[src/rtl/minsum_check_node.sv]
module minsum_check_node #(
  parameter int WR        = 4,
  parameter int MSG_W     = 5,
  parameter int SCALE_QTR = 3
) (
  input  logic                clk,
  input  logic                rst_n,
  input  logic                in_valid,
  input  logic [WR*MSG_W-1:0] in_msg,
  output logic                out_valid,
  output logic [WR*MSG_W-1:0] out_msg
);
  localparam int MAG_W  = MSG_W - 1;
  localparam int LVL    = $clog2(WR);
  localparam int LEAVES = 1 << LVL;
  localparam int IDX_W  = (LVL > 0) ? LVL : 1;
  localparam bit EVEN   = (WR % 2) == 0;

  logic [2*LEAVES-1:0][MAG_W-1:0] t_m1, t_m2;
  logic [2*LEAVES-1:0][IDX_W-1:0] t_ix;
  logic [WR-1:0]                  sgn;
  logic                           parity;
  logic [MAG_W+2:0]               p1, p2;
  logic [MAG_W-1:0]               s1, s2;
  logic [WR*MSG_W-1:0]            nxt;

  assign t_m1[0] = '0;
  assign t_m2[0] = '0;
  assign t_ix[0] = '0;

  for (genvar i = 0; i < LEAVES; i++) begin : g_leaf
    if (i < WR) begin : g_real
      assign t_m1[LEAVES+i] = in_msg[i*MSG_W +: MAG_W];
      assign sgn[i]         = in_msg[i*MSG_W + MAG_W];
    end else begin : g_pad
      assign t_m1[LEAVES+i] = '1;
    end
    assign t_m2[LEAVES+i] = '1;
    assign t_ix[LEAVES+i] = IDX_W'(i);
  end

  for (genvar n = 1; n < LEAVES; n++) begin : g_node
    logic take_l;
    assign take_l  = t_m1[2*n] <= t_m1[2*n+1];
    assign t_m1[n] = take_l ? t_m1[2*n] : t_m1[2*n+1];
    assign t_ix[n] = take_l ? t_ix[2*n] : t_ix[2*n+1];
    assign t_m2[n] = take_l
      ? ((t_m2[2*n]   < t_m1[2*n+1]) ? t_m2[2*n]   : t_m1[2*n+1])
      : ((t_m2[2*n+1] < t_m1[2*n])   ? t_m2[2*n+1] : t_m1[2*n]);
  end

  assign parity = ^sgn;
  assign p1 = {3'b000, t_m1[1]} * (MAG_W+3)'(SCALE_QTR);
  assign p2 = {3'b000, t_m2[1]} * (MAG_W+3)'(SCALE_QTR);
  assign s1 = p1[MAG_W+1:2];
  assign s2 = p2[MAG_W+1:2];

  for (genvar i = 0; i < WR; i++) begin : g_out
    assign nxt[i*MSG_W + MAG_W]  = parity ^ sgn[i];
    assign nxt[i*MSG_W +: MAG_W] = (t_ix[1] == IDX_W'(i)) ? s2 : s1;
  end

  always_ff @(posedge clk) begin
    if (!rst_n) begin
      out_valid <= 1'b0;
      out_msg   <= '0;
    end else begin
      out_valid <= in_valid;
      if (in_valid) out_msg <= nxt;
    end
  end

  logic [WR-1:0] out_sgn;
  for (genvar i = 0; i < WR; i++) begin : g_osgn
    assign out_sgn[i] = out_msg[i*MSG_W + MAG_W];
  end

  a_r2_valid_rise: assert property (@(posedge clk) disable iff (!rst_n)
    in_valid |=> out_valid);
  a_r2_valid_fall: assert property (@(posedge clk) disable iff (!rst_n)
    !in_valid |=> !out_valid);
  a_r2_hold_idle: assert property (@(posedge clk) disable iff (!rst_n)
    !in_valid |=> $stable(out_msg));
  a_r3_sign_parity: assert property (@(posedge clk) disable iff (!rst_n)
    in_valid |=> ((^out_sgn) == ($past(parity) & EVEN)));
  a_r5_min_order: assert property (@(posedge clk) disable iff (!rst_n)
    in_valid |-> (t_m2[1] >= t_m1[1]) && (int'(t_ix[1]) < WR));
endmodule

[config.mk]
export PLATFORM = sky130hd
export DESIGN_NAME = minsum_check_node
export DESIGN_NICKNAME = d
export VERILOG_FILES = /design/src/rtl/minsum_check_node.sv
export SDC_FILE = /design/constraint.sdc
export NUM_CORES = 1
export LEC_CHECK = 0
export ABC_AREA = 1
export BUFFER_PORTS_ARGS = -buffer_cell sky130_fd_sc_hd__buf_2
export CAP_MARGIN = 30
export CORE_MARGIN = 2
export CORE_UTILIZATION = 48
export DETAILED_ROUTE_END_ITERATION = 8
export GPL_TIMING_DRIVEN = 0
export PLACE_DENSITY = 0.73
export SLEW_MARGIN = 5
export SYNTH_ARGS = -nofsm -noshare
export SYNTH_HDL_FRONTEND = slang
export SYNTH_SLANG_ARGS = --single-unit
[constraint.sdc]
create_clock -name clk -period 3.8 [get_ports clk]
set_clock_uncertainty 0.2 [all_clocks]
set_input_delay 0 -clock clk [delete_from_list [all_inputs] [get_ports clk]]
set_output_delay 0 -clock clk [all_outputs]
set_load 0.01 [all_outputs]
==> results.md, run 1 <==
- Dividing the detail-routed wire length by the instance count gives about 11 um.
- The total overflow reported by the global router is 0.
- The share of final-layout standard cells stronger than drive strength 1 is just over 30%.
- The detailed router placed between 2000 and 2500 vias in this run.
- The worst-case headroom to the max-slew limit is 66.2%.
- The chip height is between 70 and 80 um.
- The total nets after synthesis is 408.
- The logic depth of the worst register-to-register path is 2.
- The maximum frequency from static timing analysis is approximately 280 MHz.
- The core area is 0.00469 mm^2.
- The area growth from synthesis to layout is 26.0%.
- The start point of the worst min-delay path is out_msg[16]$_SDFFE_PN0P_.
- The worst reg-to-reg setup slack is 2.95 ns.
- The maximum number of pins on one net before global-route repair is 13.
- The count of nets left with antenna violations once routing finished came out at 0.
- Setup violations remaining at the end of the flow were counted as 0.
- The max-slew violation count is 0.
- The type of the worst min-delay path is reg2reg.
- The synthesized design devotes to its leading area cell type a little under a fifth of total area.
- The biggest area contributor in the post-synthesis netlist is dfxtp_1.
- The deepest clock path buffer count is 2.
- The sink of the worst hold path is out_msg[16]$_SDFFE_PN0P_.
- The worst register-to-register path begins at out_msg[9]$_SDFFE_PN0P_.
- The final critical path takes up between 90% and 100% of the cycle.
- On the worst path, the slowest cell contributes a delay of around 0.35 ns.
- The die covers ~0.0054 mm^2.
- The port buffer count is between 40 and 50.
- The effective utilization at floorplan is a little under 50%.
- The floorplan has 25 rows.
- The hold violation count in the final report is 0.
- The combined flip-flop and latch cell area is 420 um^2.
- The number of global-route vias before repair was slightly above 2000.
- The clock reaches the later pin of the worst-skew pair after ~0.26 ns.
- The final standard cell area without fillers is 0.00293 mm^2.
- Wires add up to roughly 5400 um.
- Counting every instance in the synthesized netlist gives approximately 360.
- The layout net count is 470.
- For this block, the initial DRC count from the detailed router was 102.
- The total cell area at the placement stage is ~0.0026 mm^2.
- The count of flip-flops with a built-in enable after synthesis is 0.
- TritonCTS created 3 clock buffers.
- The worst setup path category is in2reg.
- Power spread over the standard cell area amounts to 620 mW/mm^2.
- The type of element launching the critical path is a primary input.
- Detailed placement ended at an HPWL of 4100 um.
- On the critical path, the stage with the largest delay is an instance of fa_2.
- The proportion of register bits with asynchronous set or reset after synthesis is 0%.
- Counting every sink on the clock net gives 21.
- The transition time of the tightest slew-check pin is ~0.51 ns.
- The maximum level of the CTS H-tree is 1.
- The total of max-cap violations is 0.
- The post-synth design cell area is 0.00233 mm^2.
- between 40 and 50 I/O pins were placed.
- Of the synthesized area, sequential elements account for 18.1%.
- The commonest cells after synthesis are 112 x nand2_1, 49 x inv_1, 38 x nand3_1.
- The count of state elements after synthesis is 21.
- In the routed design, unresolved DRC markers number 0.
- The wire length of the first global-routing pass is slightly below 9000 um.
- The run finished with clean final reports.
- The number of distinct library cells after synthesis is 29.
- The die is 73.6 um wide.
- Setup slack closes at around 0.23 ns.
- The Yosys step of the flow raised 0 warnings.
- The first-pass iteration count of the detailed router is 4.
- In this run the static leakage power is roughly 0.0016 uW.
- 0 antenna diodes ended up in the layout.
- The initial antenna violation count is 0.
- IR analysis of the VDD net gives a maximum drop of around 270 uV.
- The maximum fanout along the worst path is 7.
- The minimum clock period is approximately 3.6 ns.
- STA puts the critical path data arrival time at 3.57 ns.
- The critical path capture point type is a flop.
- The most frequent cell after synthesis is nand2_1.
- The area used by multi-input combinational logic is ~0.0018 mm^2.
- The core occupancy in the finished layout is between 60 and 70%.
- The prevailing post-synth register cell is dfxtp_1.
- In the post-synthesis netlist, the biggest area contributors are dfxtp_1 18%, nand2_1 18%, ha_1 12%.
- The mean post-synth cell area is approximately 6.4 um^2.
- The worst register-to-register path ends at out_msg[9]$_SDFFE_PN0P_.
- Clock-pin slew was measured on the worst setup and hold paths at 0.07 ns.
- TritonCTS built the clock tree.
- Before CTS, the worst setup slack after placement is -0.619 ns.
- Along the worst hold path, the cell count comes to 2.
- CTS placed an instance of clkbuf_8 at the clock tree root.
- The total global-route track usage is 19.7%.
- The number of filler instances in the final layout is 460.
- The placer's final routability congestion estimate is about 0.87.
- After routing, the total negative slack on setup checks comes to 0 ns.
- The detail-routed via count per cell is 5.00.
- The required arrival time at the worst endpoint is 3.80 ns.
layout make-up:
type	count	share of cell area [%]
multi-input combinational	277	60.4
clock buffer	3	1.41
inverter	56	7.17
timing repair buffer	57	12.2
clock inverter	1	0.171
sequential	21	14.3
tap	54	2.30
buffer	7	2.05
worst max-delay path by stage:
stage / from / endpoint / slack [ns] / cells past startpoint
floorplan: in_msg[8] / out_msg[6]$_SDFFE_PN0P_ / 0.04 / 27
global placement: in_msg[3] / out_msg[11]$_SDFFE_PN0P_ / -0.52 / 26
detailed placement: in_msg[8] / out_msg[16]$_SDFFE_PN0P_ / -0.62 / 27
CTS: in_msg[8] / out_msg[16]$_SDFFE_PN0P_ / 0.02 / 31
global route: in_msg[8] / out_msg[16]$_SDFFE_PN0P_ / -0.03 / 29
finish: in_msg[8] / out_msg[1]$_SDFFE_PN0P_ / 0.23 / 29
logic make-up after synthesis:
group / count (synthesis) / share of synthesized area [%]
DFF: 21 / 18.1
and+or+nand+nor: 191 / 40.5
AOI/OAI and AO/OA: 54 / 13.3
adders and majority gates: 24 / 13.5
buffers and inverters: 63 / 11.6
xor gates and xnor gates: 8 / 3.01
repair_timing:
action | CTS | global route
hold buffers | 8 | 0
cloned | 0 | 1
setup buffers | 3 | 2
pin swaps | 5 | 8
resized for setup | 11 | 19
hold endpoints to repair | 12 | 0
setup endpoints to repair | 16 | 16
state kept, by name, summed over array words and instances (netlist names):
signal / count
out_msg: 20
out_valid: 1
critical path, delay by kind of cell:
kind	cells	cell delay, ns
simple gates	9	0.92
xor+xnor	1	0.15
fa+ha+maj	3	0.88
compound gates	5	0.66
buf+inv	11	0.97
through the flow:
stage | hold WS [ns] | instances | total power, uW
6_report | 0.263 | 476 | 1820
5_1_grt | 0.279 | 476 | 2000
4_1_cts | 0.264 | 473 | 1730
3_5_place_dp | 0.0580 | 458 | 1490
3_3_place_gp | 0.0518 | 458 | 1460
2_1_floorplan | -0.102 | 361 | 1230
where the power goes:
group          total (uW)  internal [uW]  switching [uW]
clock network         145           73.2            72.3
registers             315            287            28.8
logic                1360            559             797
total                1820            919             898
placed cells by master (no fill, tap or decap), types with 12 or more instances in the layout:
cell / instances
inv_2: 12
a21oi_1: 22
nand3_1: 38
dfxtp_1: 21
ha_1: 17
nand2_1: 110
nand2_2: 16
inv_1: 43
buf_2: 45
o21ai_0: 12
per-layer routing:
layer	wire [um]	up-vias	global-route usage [%]	share of wire, %
met5	0	-	0	0
met4	48	0	4.65	0.90
met3	165	5	1.37	3.1
met2	2790	44	36.8	52
met1	2360	1062	24.4	44
li1	-	1269	-	-
No activity file was read; power rests on OpenSTA's default activity.
==> run 2, diff against run 1 <==
--- a/config.mk
+++ b/config.mk
@@ -13,6 +13,7 @@
 export DETAILED_ROUTE_END_ITERATION = 8
 export GPL_TIMING_DRIVEN = 0
 export PLACE_DENSITY = 0.73
+export REMOVE_ABC_BUFFERS = 1
 export SLEW_MARGIN = 5
 export SYNTH_ARGS = -nofsm -noshare
 export SYNTH_HDL_FRONTEND = slang
==> results.md, run 2 (synthesized netlist as in run 1, its figures left out) <==
- The total power came to 1840 uW (+1.5%).
- The transition time of the tightest slew-check pin is 0.523 ns (+0.0164 ns).
- The share of final-layout standard cells stronger than drive strength 1 is 30.5% (-0.31 points).
- The sequential share of power is 17.0% (-0.4 points).
- The initial antenna violation count is 0 (unchanged).
- The worst-case setup margin in the final layout is 0.229 ns (-0.00315 ns).
- The clock slew seen by the registers of the worst setup and hold paths is 0.07 ns (about the same).
- The largest registers in the layout are out_msg: 20 flops, out_valid: 1 flops.
- The total cell area at the placement stage was 0.00255 mm^2 (-2.4%).
- The hold violation count in the final report was 0 (unchanged).
- The net switching component of the power is 926 uW (+3.1%).
- The clock latency reported for the late side of the worst-skew pair is 0.26 ns (about the same).
- The setup-violating endpoint count in the final report came to 0 (unchanged).
- The starting DRC count in detailed routing was 85 (-17%).
- The detail-routed via count per cell is 5.04 (+0.84%).
- The CTS tree is built.
- The routed wire length is 5500 um (+2.6%).
- In the layout the commonest cells are 107 x nand2_1, 45 x inv_1, 43 x buf_2.
- The flip-flop count of the largest register, all copies and words added is 20 (unchanged).
- The pre-CTS setup slack is -0.689 ns (-0.0698 ns).
- The deepest clock path buffer count is 2 (unchanged).
- The number of global-route vias before repair was 2126 (+2.4%).
- The clock buffer count from CTS is 3 (unchanged).
- The worst-case vdd ir drop is 329 uV (+20%).
- The power density over the cells is 625 mW/mm^2 (+0.85%).
- The final period utilization is 94.0% (about the same).
- The core area is 0.00469 mm^2 (unchanged).
- The chip height is 73.6 um (unchanged).
- The maximum number of pins on one net before global-route repair is 24 (+11).
- The total global-route track usage is 19.9% (+0.20 points).
- The clock share of power is 7.8% (-0.2 points).
- The largest register by flop count is out_msg.
- The max-slew violation count is 0 (unchanged).
- The post-detailed-route DRC marker count is 0 (unchanged).
- The worst setup path category is in2reg.
- The final HPWL from detailed placement was 3930 um (-4.0%).
- The I/O pin total is 44 (unchanged).
- The total internal power is 918 uW (about the same).
- The die width is 73.6 um (unchanged).
- The required arrival time at the worst endpoint came to 3.72 ns (-0.08 ns).
- The total overflow reported by the global router is 0 (unchanged).
- Leaving out fill and tap cells, the most frequent cell in the layout is nand2_1.
- The final standard cell area without fillers is 0.00295 mm^2 (+0.64%).
- The floorplan row count was 25 (unchanged).
- The wire length of the first global-routing pass was 8840 um (+1.8%).
- The number of nets with antenna violations after detailed routing is 0 (unchanged).
- The flow ran to the end, and the final reports show no timing, DRC or antenna violations.
- The total of max-cap violations is 0 (unchanged).
- The static leakage is 0.00157 uW (+0.86%).
- The switching power share of the total is 50.2% (+0.78 points).
- The worst-case headroom to the max-slew limit came to 65.1% (-1.1 points).
- The first-pass iteration count of the detailed router is 4 (unchanged).
- The effective utilization at floorplan came to 49.6% (unchanged).
- The type of the worst min-delay path is reg2reg.
- CTS placed an instance of clkbuf_8 at the clock tree root.
- The minimum clock period came to 3.57 ns (+0.00315 ns).
- The worst hold slack was 0.261 ns (-0.00131 ns).
- The arrival time reported for the critical path endpoint came to 3.49 ns (-0.08 ns).
- The maximum fanout along the worst path is 7 (unchanged).
- The placer's final routability congestion estimate is 0.798 (-7.9%).
- The maximum level of the CTS H-tree is 1 (unchanged).
- The maximum frequency from static timing analysis is 280 MHz (about the same).
- The critical path capture point type is a flop.
- The number of clock sinks came to 21 (unchanged).
- From synthesis to final layout, the design area changed by 26.8%.
- The number of diodes added for antenna fixing came to 0 (unchanged).
- The overall die area was 0.00542 mm^2 (unchanged).
- The layout net count is 471 (+0.21%).
- The port buffer count came to 43 (unchanged).
- The number of vias in the routed layout is 2405 (+1.1%).
- The wire length per cell is 11.5 um (+2.4%).
- The type of element launching the critical path is a primary input.
- The logic gate share of total power came to 75.1% (+0.5 points).
-- run 2: cell types whose count changed in the layout (fill, tap and decap cells not counted), moves of 2 or more --
cell	previous run	this run
ha_1	17	19
dlygate4sd3_1	8	12
nand2_2	16	18
inv_2	12	10
inv_1	43	45
buf_6	2	0
buf_4	5	9
ha_4	5	3
buf_2	45	43
nand2_8	0	2
nand2_1	110	107
-- run 2: area by class of cell --
| cell class | instances | area, um^2 |
|---|---|---|
| inverters | 56 | 210 |
| well taps | 54 | 67.6 |
| clock buffers | 4 | 45.0 |
| flip-flops and latches | 21 | 420 |
| multi-input cells | 278 | 1800 |
| repair buffers | 64 | 403 |
| fillers | 461 | 1740 |
-- run 2: final timing paths --
kind	start	to	slack, ns	depth (start not counted)
worst max-delay path	in_msg[8]	out_msg[18]$_SDFFE_PN0P_	0.23	28
worst min-delay path	out_msg[3]$_SDFFE_PN0P_	out_msg[3]$_SDFFE_PN0P_	0.26	2
worst max register to register	out_msg[9]$_SDFFE_PN0P_	out_msg[9]$_SDFFE_PN0P_	2.40	3
worst min register to register	out_msg[3]$_SDFFE_PN0P_	out_msg[3]$_SDFFE_PN0P_	0.26	2
-- run 2: per-stage QoR --
stage          std cells  util [%]  setup TNS, ns
2_1_floorplan        354         -         -0.199
3_3_place_gp         451      54.3          -7.97
3_5_place_dp         451      54.3          -9.86
4_1_cts              471      59.2              0
5_1_grt              477      62.9         -0.231
6_report             477      62.9              0
-- run 2: what timing repair did --
item,CTS,global route
resized for setup,10,28
pin swaps,4,4
hold buffers,12,0
gates cloned,1,0
setup buffers,3,6
endpoints found under the hold margin,9,0
setup endpoints to repair,16,16
-- run 2: critical path, stage by stage --
cell      delay, ns
buf_2          0.13
inv_1          0.05
ha_1           0.30
nand2_1        0.07
inv_2          0.08
nand3_4        0.13
nand2_8        0.12
inv_1          0.07
or2_4          0.25
o21ai_4        0.09
inv_2          0.06
ha_1           0.29
nand2_1        0.06
inv_2          0.07
nand3_1        0.08
nand2_1        0.09
inv_1          0.07
nand2_4        0.13
nand2_4        0.09
o211ai_1       0.19
o21ai_4        0.14
inv_2          0.10
fa_2           0.23
inv_1          0.05
a21oi_1        0.31
nand2_1        0.10
nand3_1        0.09
a21oi_1        0.06
-- run 2: per-layer routing --
layer  GRT usage [%]  vias up  share of wire (%)
met3            1.23        5                2.9
met5               0        -                  0
met2            37.4       44                 52
met4            3.64        0               0.76
li1                -     1275                  -
met1            25.0     1081                 44
-- run 2: power groups by stage --
stage / registers, uW / clock network [uW] / logic [uW]
after floorplan: 354 / 0 / 841
after global placement: 318 / 0 / 1090
after detailed placement: 320 / 0 / 1120
after CTS: 315 / 144 / 1210
after global routing: 323 / 155 / 1560
final: 314 / 144 / 1390
